[config.mk]
export PLATFORM = sky130hd
export DESIGN_NAME = morse_tx
export DESIGN_NICKNAME = d
export VERILOG_FILES = /design/src/rtl/morse_pkg.sv /design/src/rtl/morse_code_rom.sv /design/src/rtl/morse_unit_timer.sv /design/src/rtl/morse_player.sv /design/src/rtl/morse_tx.sv
export SDC_FILE = /design/constraint.sdc
export NUM_CORES = 1
export LEC_CHECK = 0
export BUFFER_PORTS_ARGS = -buffer_cell sky130_fd_sc_hd__buf_2
export CAP_MARGIN = 20
export CORE_AREA = 4 4 87 69
export CTS_CLUSTER_SIZE = 12
export DETAILED_ROUTE_END_ITERATION = 12
export DIE_AREA = 0 0 91 73
export GPL_ROUTABILITY_DRIVEN = 0
export PLACE_DENSITY = 0.66
export SYNTH_ARGS = -nofsm -noshare
export SYNTH_HDL_FRONTEND = slang
export SYNTH_SLANG_ARGS = --single-unit
[constraint.sdc]
create_clock -name clk -period 2.8 [get_ports clk]
set_input_delay 0.28 -clock clk [delete_from_list [all_inputs] [get_ports clk]]
set_output_delay 0.28 -clock clk [all_outputs]
set_load 0.005 [all_outputs]
[src/rtl/morse_pkg.sv]
package morse_pkg;
  localparam int SYM_MAX = 4;
  localparam int LEN_W   = $clog2(SYM_MAX + 1);
  localparam int IDX_W   = $clog2(SYM_MAX);
  localparam int CODE_W  = 5;
  localparam int LETTERS = 26;

  typedef enum logic [1:0] {
    ST_IDLE  = 2'd0,
    ST_MARK  = 2'd1,
    ST_SPACE = 2'd2
  } tx_state_e;
endpackage

[src/rtl/morse_code_rom.sv]
module morse_code_rom
  import morse_pkg::*;
(
  input  logic [CODE_W-1:0]  letter_i,
  output logic [SYM_MAX-1:0] pattern_o,
  output logic [LEN_W-1:0]   length_o,
  output logic               valid_o
);
  // bit 0 is the first symbol; 1 = dash, 0 = dot
  always_comb begin
    valid_o = 1'b1;
    unique case (letter_i)
      5'd0:  begin pattern_o = 4'b0010; length_o = 3'd2; end
      5'd1:  begin pattern_o = 4'b0001; length_o = 3'd4; end
      5'd2:  begin pattern_o = 4'b0101; length_o = 3'd4; end
      5'd3:  begin pattern_o = 4'b0001; length_o = 3'd3; end
      5'd4:  begin pattern_o = 4'b0000; length_o = 3'd1; end
      5'd5:  begin pattern_o = 4'b0100; length_o = 3'd4; end
      5'd6:  begin pattern_o = 4'b0011; length_o = 3'd3; end
      5'd7:  begin pattern_o = 4'b0000; length_o = 3'd4; end
      5'd8:  begin pattern_o = 4'b0000; length_o = 3'd2; end
      5'd9:  begin pattern_o = 4'b1110; length_o = 3'd4; end
      5'd10: begin pattern_o = 4'b0101; length_o = 3'd3; end
      5'd11: begin pattern_o = 4'b0010; length_o = 3'd4; end
      5'd12: begin pattern_o = 4'b0011; length_o = 3'd2; end
      5'd13: begin pattern_o = 4'b0001; length_o = 3'd2; end
      5'd14: begin pattern_o = 4'b0111; length_o = 3'd3; end
      5'd15: begin pattern_o = 4'b0110; length_o = 3'd4; end
      5'd16: begin pattern_o = 4'b1011; length_o = 3'd4; end
      5'd17: begin pattern_o = 4'b0010; length_o = 3'd3; end
      5'd18: begin pattern_o = 4'b0000; length_o = 3'd3; end
      5'd19: begin pattern_o = 4'b0001; length_o = 3'd1; end
      5'd20: begin pattern_o = 4'b0100; length_o = 3'd3; end
      5'd21: begin pattern_o = 4'b1000; length_o = 3'd4; end
      5'd22: begin pattern_o = 4'b0110; length_o = 3'd3; end
      5'd23: begin pattern_o = 4'b1001; length_o = 3'd4; end
      5'd24: begin pattern_o = 4'b1101; length_o = 3'd4; end
      5'd25: begin pattern_o = 4'b0011; length_o = 3'd4; end
      default: begin pattern_o = '0; length_o = '0; valid_o = 1'b0; end
    endcase
  end
endmodule

[src/rtl/morse_unit_timer.sv]
module morse_unit_timer #(
  parameter int TICK_CYCLES = 25_000_000
) (
  input  logic clk,
  input  logic rst_n,
  input  logic restart_i,
  output logic tick_o
);
  localparam int CW = (TICK_CYCLES > 1) ? $clog2(TICK_CYCLES) : 1;
  localparam logic [CW-1:0] LAST = CW'(TICK_CYCLES - 1);

  logic [CW-1:0] cnt_q;

  assign tick_o = (cnt_q == LAST);

  always_ff @(posedge clk or negedge rst_n) begin
    if (!rst_n)             cnt_q <= '0;
    else if (restart_i)     cnt_q <= '0;
    else if (cnt_q == LAST) cnt_q <= '0;
    else                    cnt_q <= cnt_q + 1'b1;
  end

  generate
    if (TICK_CYCLES > 1) begin : g_chk
      assert_tick_gap_R2: assert property (@(posedge clk) disable iff (!rst_n)
        tick_o |=> !tick_o);
      assert_restart_full_R5: assert property (@(posedge clk) disable iff (!rst_n)
        restart_i |=> !tick_o);
    end
  endgenerate
endmodule

[src/rtl/morse_player.sv]
module morse_player
  import morse_pkg::*;
#(
  parameter int DASH_UNITS = 3
) (
  input  logic               clk,
  input  logic               rst_n,
  input  logic               tick_i,
  input  logic               start_i,
  input  logic [SYM_MAX-1:0] rom_pattern_i,
  input  logic [LEN_W-1:0]   rom_length_i,
  input  logic               rom_valid_i,
  output logic               restart_o,
  output logic               tone_o,
  output logic               busy_o,
  output logic               done_o,
  output logic [SYM_MAX-1:0] pattern_o,
  output logic [LEN_W-1:0]   length_o
);
  localparam int UW = $clog2(DASH_UNITS + 1);
  localparam logic [UW-1:0] DASH_LEFT = UW'(DASH_UNITS - 1);

  tx_state_e          state_q;
  logic [IDX_W-1:0]   idx_q;
  logic [UW-1:0]      units_q;
  logic [SYM_MAX-1:0] pat_q;
  logic [LEN_W-1:0]   len_q;
  logic               done_q;
  logic [IDX_W-1:0]   idx_nxt;
  logic               last_sym;

  assign idx_nxt   = idx_q + 1'b1;
  assign last_sym  = (LEN_W'(idx_q) + 1'b1 == len_q);
  assign restart_o = (state_q == ST_IDLE) && start_i;
  assign tone_o    = (state_q == ST_MARK);
  assign busy_o    = (state_q != ST_IDLE);
  assign done_o    = done_q;
  assign pattern_o = pat_q;
  assign length_o  = len_q;

  always_ff @(posedge clk or negedge rst_n) begin
    if (!rst_n) begin
      state_q <= ST_IDLE;
      idx_q   <= '0;
      units_q <= '0;
      pat_q   <= '0;
      len_q   <= '0;
      done_q  <= 1'b0;
    end else begin
      done_q <= 1'b0;
      unique case (state_q)
        ST_IDLE: if (start_i) begin
          if (rom_valid_i) begin
            pat_q   <= rom_pattern_i;
            len_q   <= rom_length_i;
            idx_q   <= '0;
            units_q <= rom_pattern_i[0] ? DASH_LEFT : '0;
            state_q <= ST_MARK;
          end else begin
            pat_q  <= '0;
            len_q  <= '0;
            done_q <= 1'b1;
          end
        end
        ST_MARK: if (tick_i) begin
          if (units_q != '0) begin
            units_q <= units_q - 1'b1;
          end else if (last_sym) begin
            state_q <= ST_IDLE;
            done_q  <= 1'b1;
          end else begin
            state_q <= ST_SPACE;
          end
        end
        ST_SPACE: if (tick_i) begin
          idx_q   <= idx_nxt;
          units_q <= pat_q[idx_nxt] ? DASH_LEFT : '0;
          state_q <= ST_MARK;
        end
        default: state_q <= ST_IDLE;
      endcase
    end
  end

  assert_mark_hold_R2: assert property (@(posedge clk) disable iff (!rst_n)
    (state_q == ST_MARK && !tick_i) |=> state_q == ST_MARK);
  assert_gap_hold_R3: assert property (@(posedge clk) disable iff (!rst_n)
    (state_q == ST_SPACE && !tick_i) |=> state_q == ST_SPACE);
  assert_idx_range_R1: assert property (@(posedge clk) disable iff (!rst_n)
    busy_o |-> (LEN_W'(idx_q) < len_q));
  assert_done_single_R6: assert property (@(posedge clk) disable iff (!rst_n)
    done_o |=> !done_o);
  assert_display_hold_R7: assert property (@(posedge clk) disable iff (!rst_n)
    busy_o |=> ($stable(pat_q) && $stable(len_q)));
endmodule

[src/rtl/morse_tx.sv]
module morse_tx
  import morse_pkg::*;
#(
  parameter int TICK_CYCLES = 25_000_000,
  parameter int DASH_UNITS  = 3
) (
  input  logic               clk,
  input  logic               rst_n,
  input  logic               start_i,
  input  logic [CODE_W-1:0]  letter_i,
  output logic               tone_o,
  output logic               busy_o,
  output logic               done_o,
  output logic [SYM_MAX-1:0] pattern_o,
  output logic [LEN_W-1:0]   length_o
);
  logic [SYM_MAX-1:0] rom_pat;
  logic [LEN_W-1:0]   rom_len;
  logic               rom_valid;
  logic               tick;
  logic               restart;

  morse_code_rom u_rom (
    .letter_i (letter_i),
    .pattern_o(rom_pat),
    .length_o (rom_len),
    .valid_o  (rom_valid)
  );

  morse_unit_timer #(.TICK_CYCLES(TICK_CYCLES)) u_timer (
    .clk      (clk),
    .rst_n    (rst_n),
    .restart_i(restart),
    .tick_o   (tick)
  );

  morse_player #(.DASH_UNITS(DASH_UNITS)) u_player (
    .clk          (clk),
    .rst_n        (rst_n),
    .tick_i       (tick),
    .start_i      (start_i),
    .rom_pattern_i(rom_pat),
    .rom_length_i (rom_len),
    .rom_valid_i  (rom_valid),
    .restart_o    (restart),
    .tone_o       (tone_o),
    .busy_o       (busy_o),
    .done_o       (done_o),
    .pattern_o    (pattern_o),
    .length_o     (length_o)
  );

  assert_invalid_silent_R8: assert property (@(posedge clk) disable iff (!rst_n)
    (!busy_o && start_i && !rom_valid) |=> (!tone_o && done_o));
endmodule

; ---- Yosys cells after proc, flatten, opt, wreduce, memory -nomap -nowiden
; Index checks and enable logic that the tools add are counted.
[classes]
add_sub_neg = 4
magnitude_cmp = 1
eq_ne = 35
n_mux = 34
reduce_logical = 22
[op_table]
columns = operator, n
row1 = == test 5 bit (second input constant), 10
row2 = 2-to-1 mux 25 bit, 2
row3 = case mux 4 bit (12 select lines), 1
row4 = == test 5 x 4 -> 1 bit (second input constant), 8
row5 = 2-to-1 mux 2 bit, 16
row6 = OR reduction 26 bit, 1
row7 = adder 25 x 1 -> 25 bit (second input constant), 1
row8 = == test 25 bit (second input constant), 1
row9 = == test 5 x 3 -> 1 bit (second input constant), 4
row10 = case mux 2 bit (3 select lines), 2
row11 = case mux 3 bit (4 select lines), 1
row12 = OR reduction 12 bit, 1
row13 = == test 5 x 2 -> 1 bit (second input constant), 2
row14 = inequality test 2 bit (second input constant), 4
row15 = OR reduction 2 bit, 4
row16 = OR reduction 4 bit, 2
row17 = OR reduction 8 bit, 1
row18 = 2-to-1 mux 1 bit, 7
row19 = AND reduction 6 bit, 1
row20 = nonzero test 2 bit, 3
row21 = OR reduction 3 bit, 2
row22 = == test 5 x 1 -> 1 bit (second input constant), 1
row23 = zero test 5 bit, 1
row24 = AND reduction 5 bit, 1
row25 = 18 further kinds, 19
[word_totals]
reg_bits = 39
output_inout_bits = 10
word_cells = 103

; ---- Logic depth before layout (Yosys ltp)
[depth]
ltp_word = 7
mapped_depth = 9

; ---- Modules after synthesis
; A second synthesis with hierarchy kept.
[hier_totals]
hier_cells = 272
area_unflattened_um2 = 2492.4
[modules_own_cells]
columns = mod, instances, cells_per_inst, area_each_um2
row1 = morse_unit_timer, 1, 133, 1340.0
row2 = morse_player, 1, 84, 785.8
row3 = morse_code_rom, 1, 55, 366.6

; ---- Worst setup path after synthesis
; Ideal clock, no wire load.
[synth_timing]
path_kind = register to register
start = register u_timer.cnt_q[0]
end = register u_player.units_q[1]
t_arrival_ns = 1.794
setup_slack_ns = 0.873
stages_incl_launch_ff = 9
period_less_slack_ns = 1.927
path_cell_list = dfrtp_1 > ha_1 > and4_1 > buf_4 > nand2_2 > or3_1 > buf_6 > a2111oi_4 > o22ai_1
[synth_via]
elab_chain_len = 3
word_cells_on_any_way = 4
classes_between = eq/ne: 3 / reduce/logical: 1
[synth_lines]
columns = item, line
row1 = from (decl), morse_unit_timer.sv:12  ; logic [CW-1:0] cnt_q;
row2 = from (signal assigned), morse_unit_timer.sv:20  ; else cnt_q <= cnt_q + 1'b1;
row3 = == test 25 bit *, morse_unit_timer.sv:14  ; assign tick_o = (cnt_q == LAST);
row4 = inequality test 2 x 1 -> 1 bit (no source line) / inequality test 2 bit (equally long branches), -
row5 = AND reduction 6 bit (no source line) *, -
row6 = to (signal assigned), morse_player.sv:57  ; units_q <= rom_pattern_i[0] ? DASH_LEFT : '0;
row7 = to (signal assigned), morse_player.sv:67  ; units_q <= units_q - 1'b1;
row8 = to (signal assigned), morse_player.sv:77  ; units_q <= pat_q[idx_nxt] ? DASH_LEFT : '0;
row9 = to (decl), morse_player.sv:25  ; logic [UW-1:0] units_q;
; Mark *: on every way between the ends. The rest lies on a longest branch, timed or not.
; A chain may end at the register's enable or synchronous reset.

; ---- Worst setup path in the final report
[layout_timing]
start = register u_timer.cnt_q[0]
end = register u_timer.cnt_q[10]
[layout_via]
elab_chain_len = 3
word_cells_on_any_way = 4
classes_between = add/sub: 1 / eq/ne: 1 / mux: 2
[layout_lines]
columns = item, line
row1 = adder 25 x 1 -> 25 bit / == test 25 bit (equally long branches), "morse_unit_timer.sv:20, morse_unit_timer.sv:19"
row2 = 2-to-1 mux 25 bit *, morse_unit_timer.sv:19  ; else if (cnt_q == LAST) cnt_q <= '0;
row3 = 2-to-1 mux 25 bit *, morse_unit_timer.sv:18  ; else if (restart_i) cnt_q <= '0;
; Marks and branches as above.

==> results.md <==
- Status: completed
- DR DRC count: 0
- Sequential element share of the synthesized area: 0.391
- Total grt overflow: 0
- Root buffer cell: clkbuf_8
- Post-route ant nets: 0
- Synth warn: 0
- Hold Vio Cnt, Final: 0
- Post-DR vias/cell: between 5 and 6
- Count of TritonRoute iterations in the first routing pass: 4
- Worst r2r src: u_timer.cnt_q[0]$_DFF_PN0_
- IO Pins: 18
- Initial antenna violation count: 0
- Max-slew violation count: 0
- Total CTS buffers: 5
- Leakage Power: around 1.2 nW
- Most common cell after layout, fill and taps aside: dfrtp_1
- Fill cells: approximately 500
- Final core occ: 0.528
- Core footprint: about 5200 sq um
- Die Ht: 73 um
- CP arrival: approximately 2.4 ns
- Max Fclk: between 0.4 and 0.5 GHz
- Share of the synthesized area in the top cell type: 0.391
- Hold WC Path Type: in -> async
- R2R Setup Slk: 0.60 ns
- Via count: around 2100
- First-pass GRT wire length: 9200 um
- Fin crit share: 0.787
- Startpoint Class: register
- Max-slew headroom: 0.413
- Post-CTS resize count: 0
- Max VDD drop: approximately 0.22 mV
- R2R depth: 6
- Worst reg2reg endpoint: u_timer.cnt_q[10]$_DFF_PN0_
- Cells after synthesis: between 200 and 300
- Share of cells above drive strength 1: 0.118
- Top cells by area, synth: dfrtp_1 (39%), nor2_1 (5.6%), xor2_1 (5.3%)
- Power Dens Cells: roughly 450 nW/um^2
- CP required: between 2 and 3 ns
- Starting Density: 0.481
- Die width: roughly 91 um
- Dpl hpwl: 3780 um
- Max-cap viol count: 0
- Routed len/inst: ~15 um
- Distinct cells, synth: approximately 50
- CTS tree: yes
- Die footprint: 6640 sq um
- Most frequent cells in the layout: dfrtp_1 (39), nor2_1 (37), nand2_1 (29), o21ai_0 (18), buf_2 (17)
- Register Area: between 900 and 1000 sq um
- Pre-CTS WS: between 0.6 and 0.7 ns
- RSZ-0062 raised after global routing: false
- Worst Skew: between 0.009 and 0.01 ns
- Setup Buffers After CTS: 0
- Cell row count: 23
- Vias in the first global route: roughly 1800
- Final setup viols: 0
- Clock Tree Buf Depth: 2
- Critical path launch point: u_timer.cnt_q[0]$_DFF_PN0_
- Antenna Cells: 0
- Least-Margin Pin Slew: between 0.8 and 0.9 ns
- Clk sink count: 39
- Final wirelength: around 5400 um
- Crit path to: u_timer.cnt_q[10]$_DFF_PN0_
- Final worst slack: around 0.60 ns
- EDFF count, synth: 0
- Critical path class: reg -> reg
- Async S/R FF share, synth: 1.00
- Critical Path, Cell by Cell: ha_1, and4_1, nand2_2, or3_1, nand2_2, nor2_1
- Max stage delay on crit path: roughly 0.48 ns
- GRT Overall Usage: 0.175
- Area of the multi-input gates: approximately 1400 sq um
- Crit Path Max Fanout: 24
- Syn_area_per_cell: about 8.8 sq um
- Most frequent CP cell: nand2_2
- Post-route setup TNS: 0 ns
- Top FF cell, synth: dfrtp_1
- Area grow syn2layout: 9.58%
- CTS clock-pin slew for the worst setup and hold paths: ~0.090 ns
- Post-synthesis cell area: ~2500 sq um
- Worst hold slack: 0.0874 ns
- Clock Latency Late Sink: around 0.30 ns
- Largest net degree at the start of global routing: 40
- H-tree lvl count: 2
- Fin nets: 310
- #FFs+latches synth: 39
- DRT iter0 DRCs: about 130
- Tmin final: 2.20 ns
- Area leader, netlist: dfrtp_1
- Syn nets: approximately 300
- Worst Setup End Kind: register
- Slowest CP cell: or3_1
- Post-CTS Hold Buffers: 0
- I/O Buffers: 17
## worst max-delay path, delay by kind of cell, from the launching register on
kind | cells | cell delay (ns)
simple gates | 5 | 1.45
flops | 1 | 0.40
fa+ha+maj | 1 | 0.22
## cell usage after synthesis (4+ instances only)
| master | number |
|---|---|
| nand2b_1 | 4 |
| a21oi_1 | 9 |
| xnor2_1 | 12 |
| inv_1 | 9 |
| and3_1 | 6 |
| dfrtp_1 | 39 |
| xor2_1 | 15 |
| ha_1 | 7 |
| clkbuf_1 | 7 |
| nor2b_1 | 5 |
| o21ai_0 | 18 |
| nand2_1 | 29 |
| nand4_1 | 10 |
| and4_1 | 4 |
| nand3_1 | 13 |
| nor2_1 | 37 |
| nor3_1 | 5 |
## area by class of cell
class                   instances  area share
clock inverters                 3      0.0247
flip-flops and latches         39       0.357
repair buffers                 18      0.0339
multi-input cells             222       0.518
well taps                      62      0.0284
inverters                       9      0.0124
clock buffers                   5      0.0252
## registers in the layout, indices dropped and copies added (netlist names)
name                flops
u_timer.cnt_q          25
u_player.idx_q          2
u_player.state_q        2
u_player.pattern_o      4
u_player.length_o       3
u_player.units_q        2
u_player.done_o         1
## cells by family after synthesis
| family | after synthesis | share of synthesized area |
|---|---|---|
| mux | 4 | 0.0221 |
| flops | 39 | 0.391 |
| xor+xnor | 27 | 0.0948 |
| buf+inv | 23 | 0.0406 |
| fa+ha+maj | 7 | 0.0351 |
| compound gates | 53 | 0.146 |
| simple gates | 131 | 0.270 |
## metal layers
layer  share of wire  track usage
met1            0.54        0.272
met2            0.40        0.233
met3           0.041       0.0361
met4           0.016       0.0652
met5               0            0
## how the worst min path moves through the flow
stage | startpoint | endpoint | slack [ns] | cells after the start
5_1_grt | rst_n | u_timer.cnt_q[20]$_DFF_PN0_ | 0.15 | 1
4_1_cts | rst_n | u_timer.cnt_q[20]$_DFF_PN0_ | 0.11 | 1
6_report | rst_n | u_timer.cnt_q[20]$_DFF_PN0_ | 0.09 | 1
3_5_place_dp | rst_n | u_timer.cnt_q[20]$_DFF_PN0_ | 0.45 | 1
2_1_floorplan | rst_n | u_player.done_o$_DFF_PN0_ | -0.02 | 0
3_3_place_gp | rst_n | u_timer.cnt_q[20]$_DFF_PN0_ | 0.44 | 1
## metrics by stage
stage / instances / total power (W) / cell area (sq um)
2_1_floorplan: 284 / 0.000631 / 2490
3_3_place_gp: 350 / 0.000656 / 2600
3_5_place_dp: 350 / 0.000657 / 2600
4_1_cts: 358 / 0.00123 / 2730
5_1_grt: 358 / 0.00127 / 2730
6_report: 358 / 0.00122 / 2730
## power by group
part	leakage, nW	internal [W]	switching [W]	total [W]
Sequential	0.513	0.000565	0.00000241	0.000567
Combinational	0.619	0.0000291	0.0000497	0.0000788
Clock	0.0644	0.000356	0.000216	0.000571
Total	1.20	0.000949	0.000268	0.00122
(Power assumes the default switching activity.)
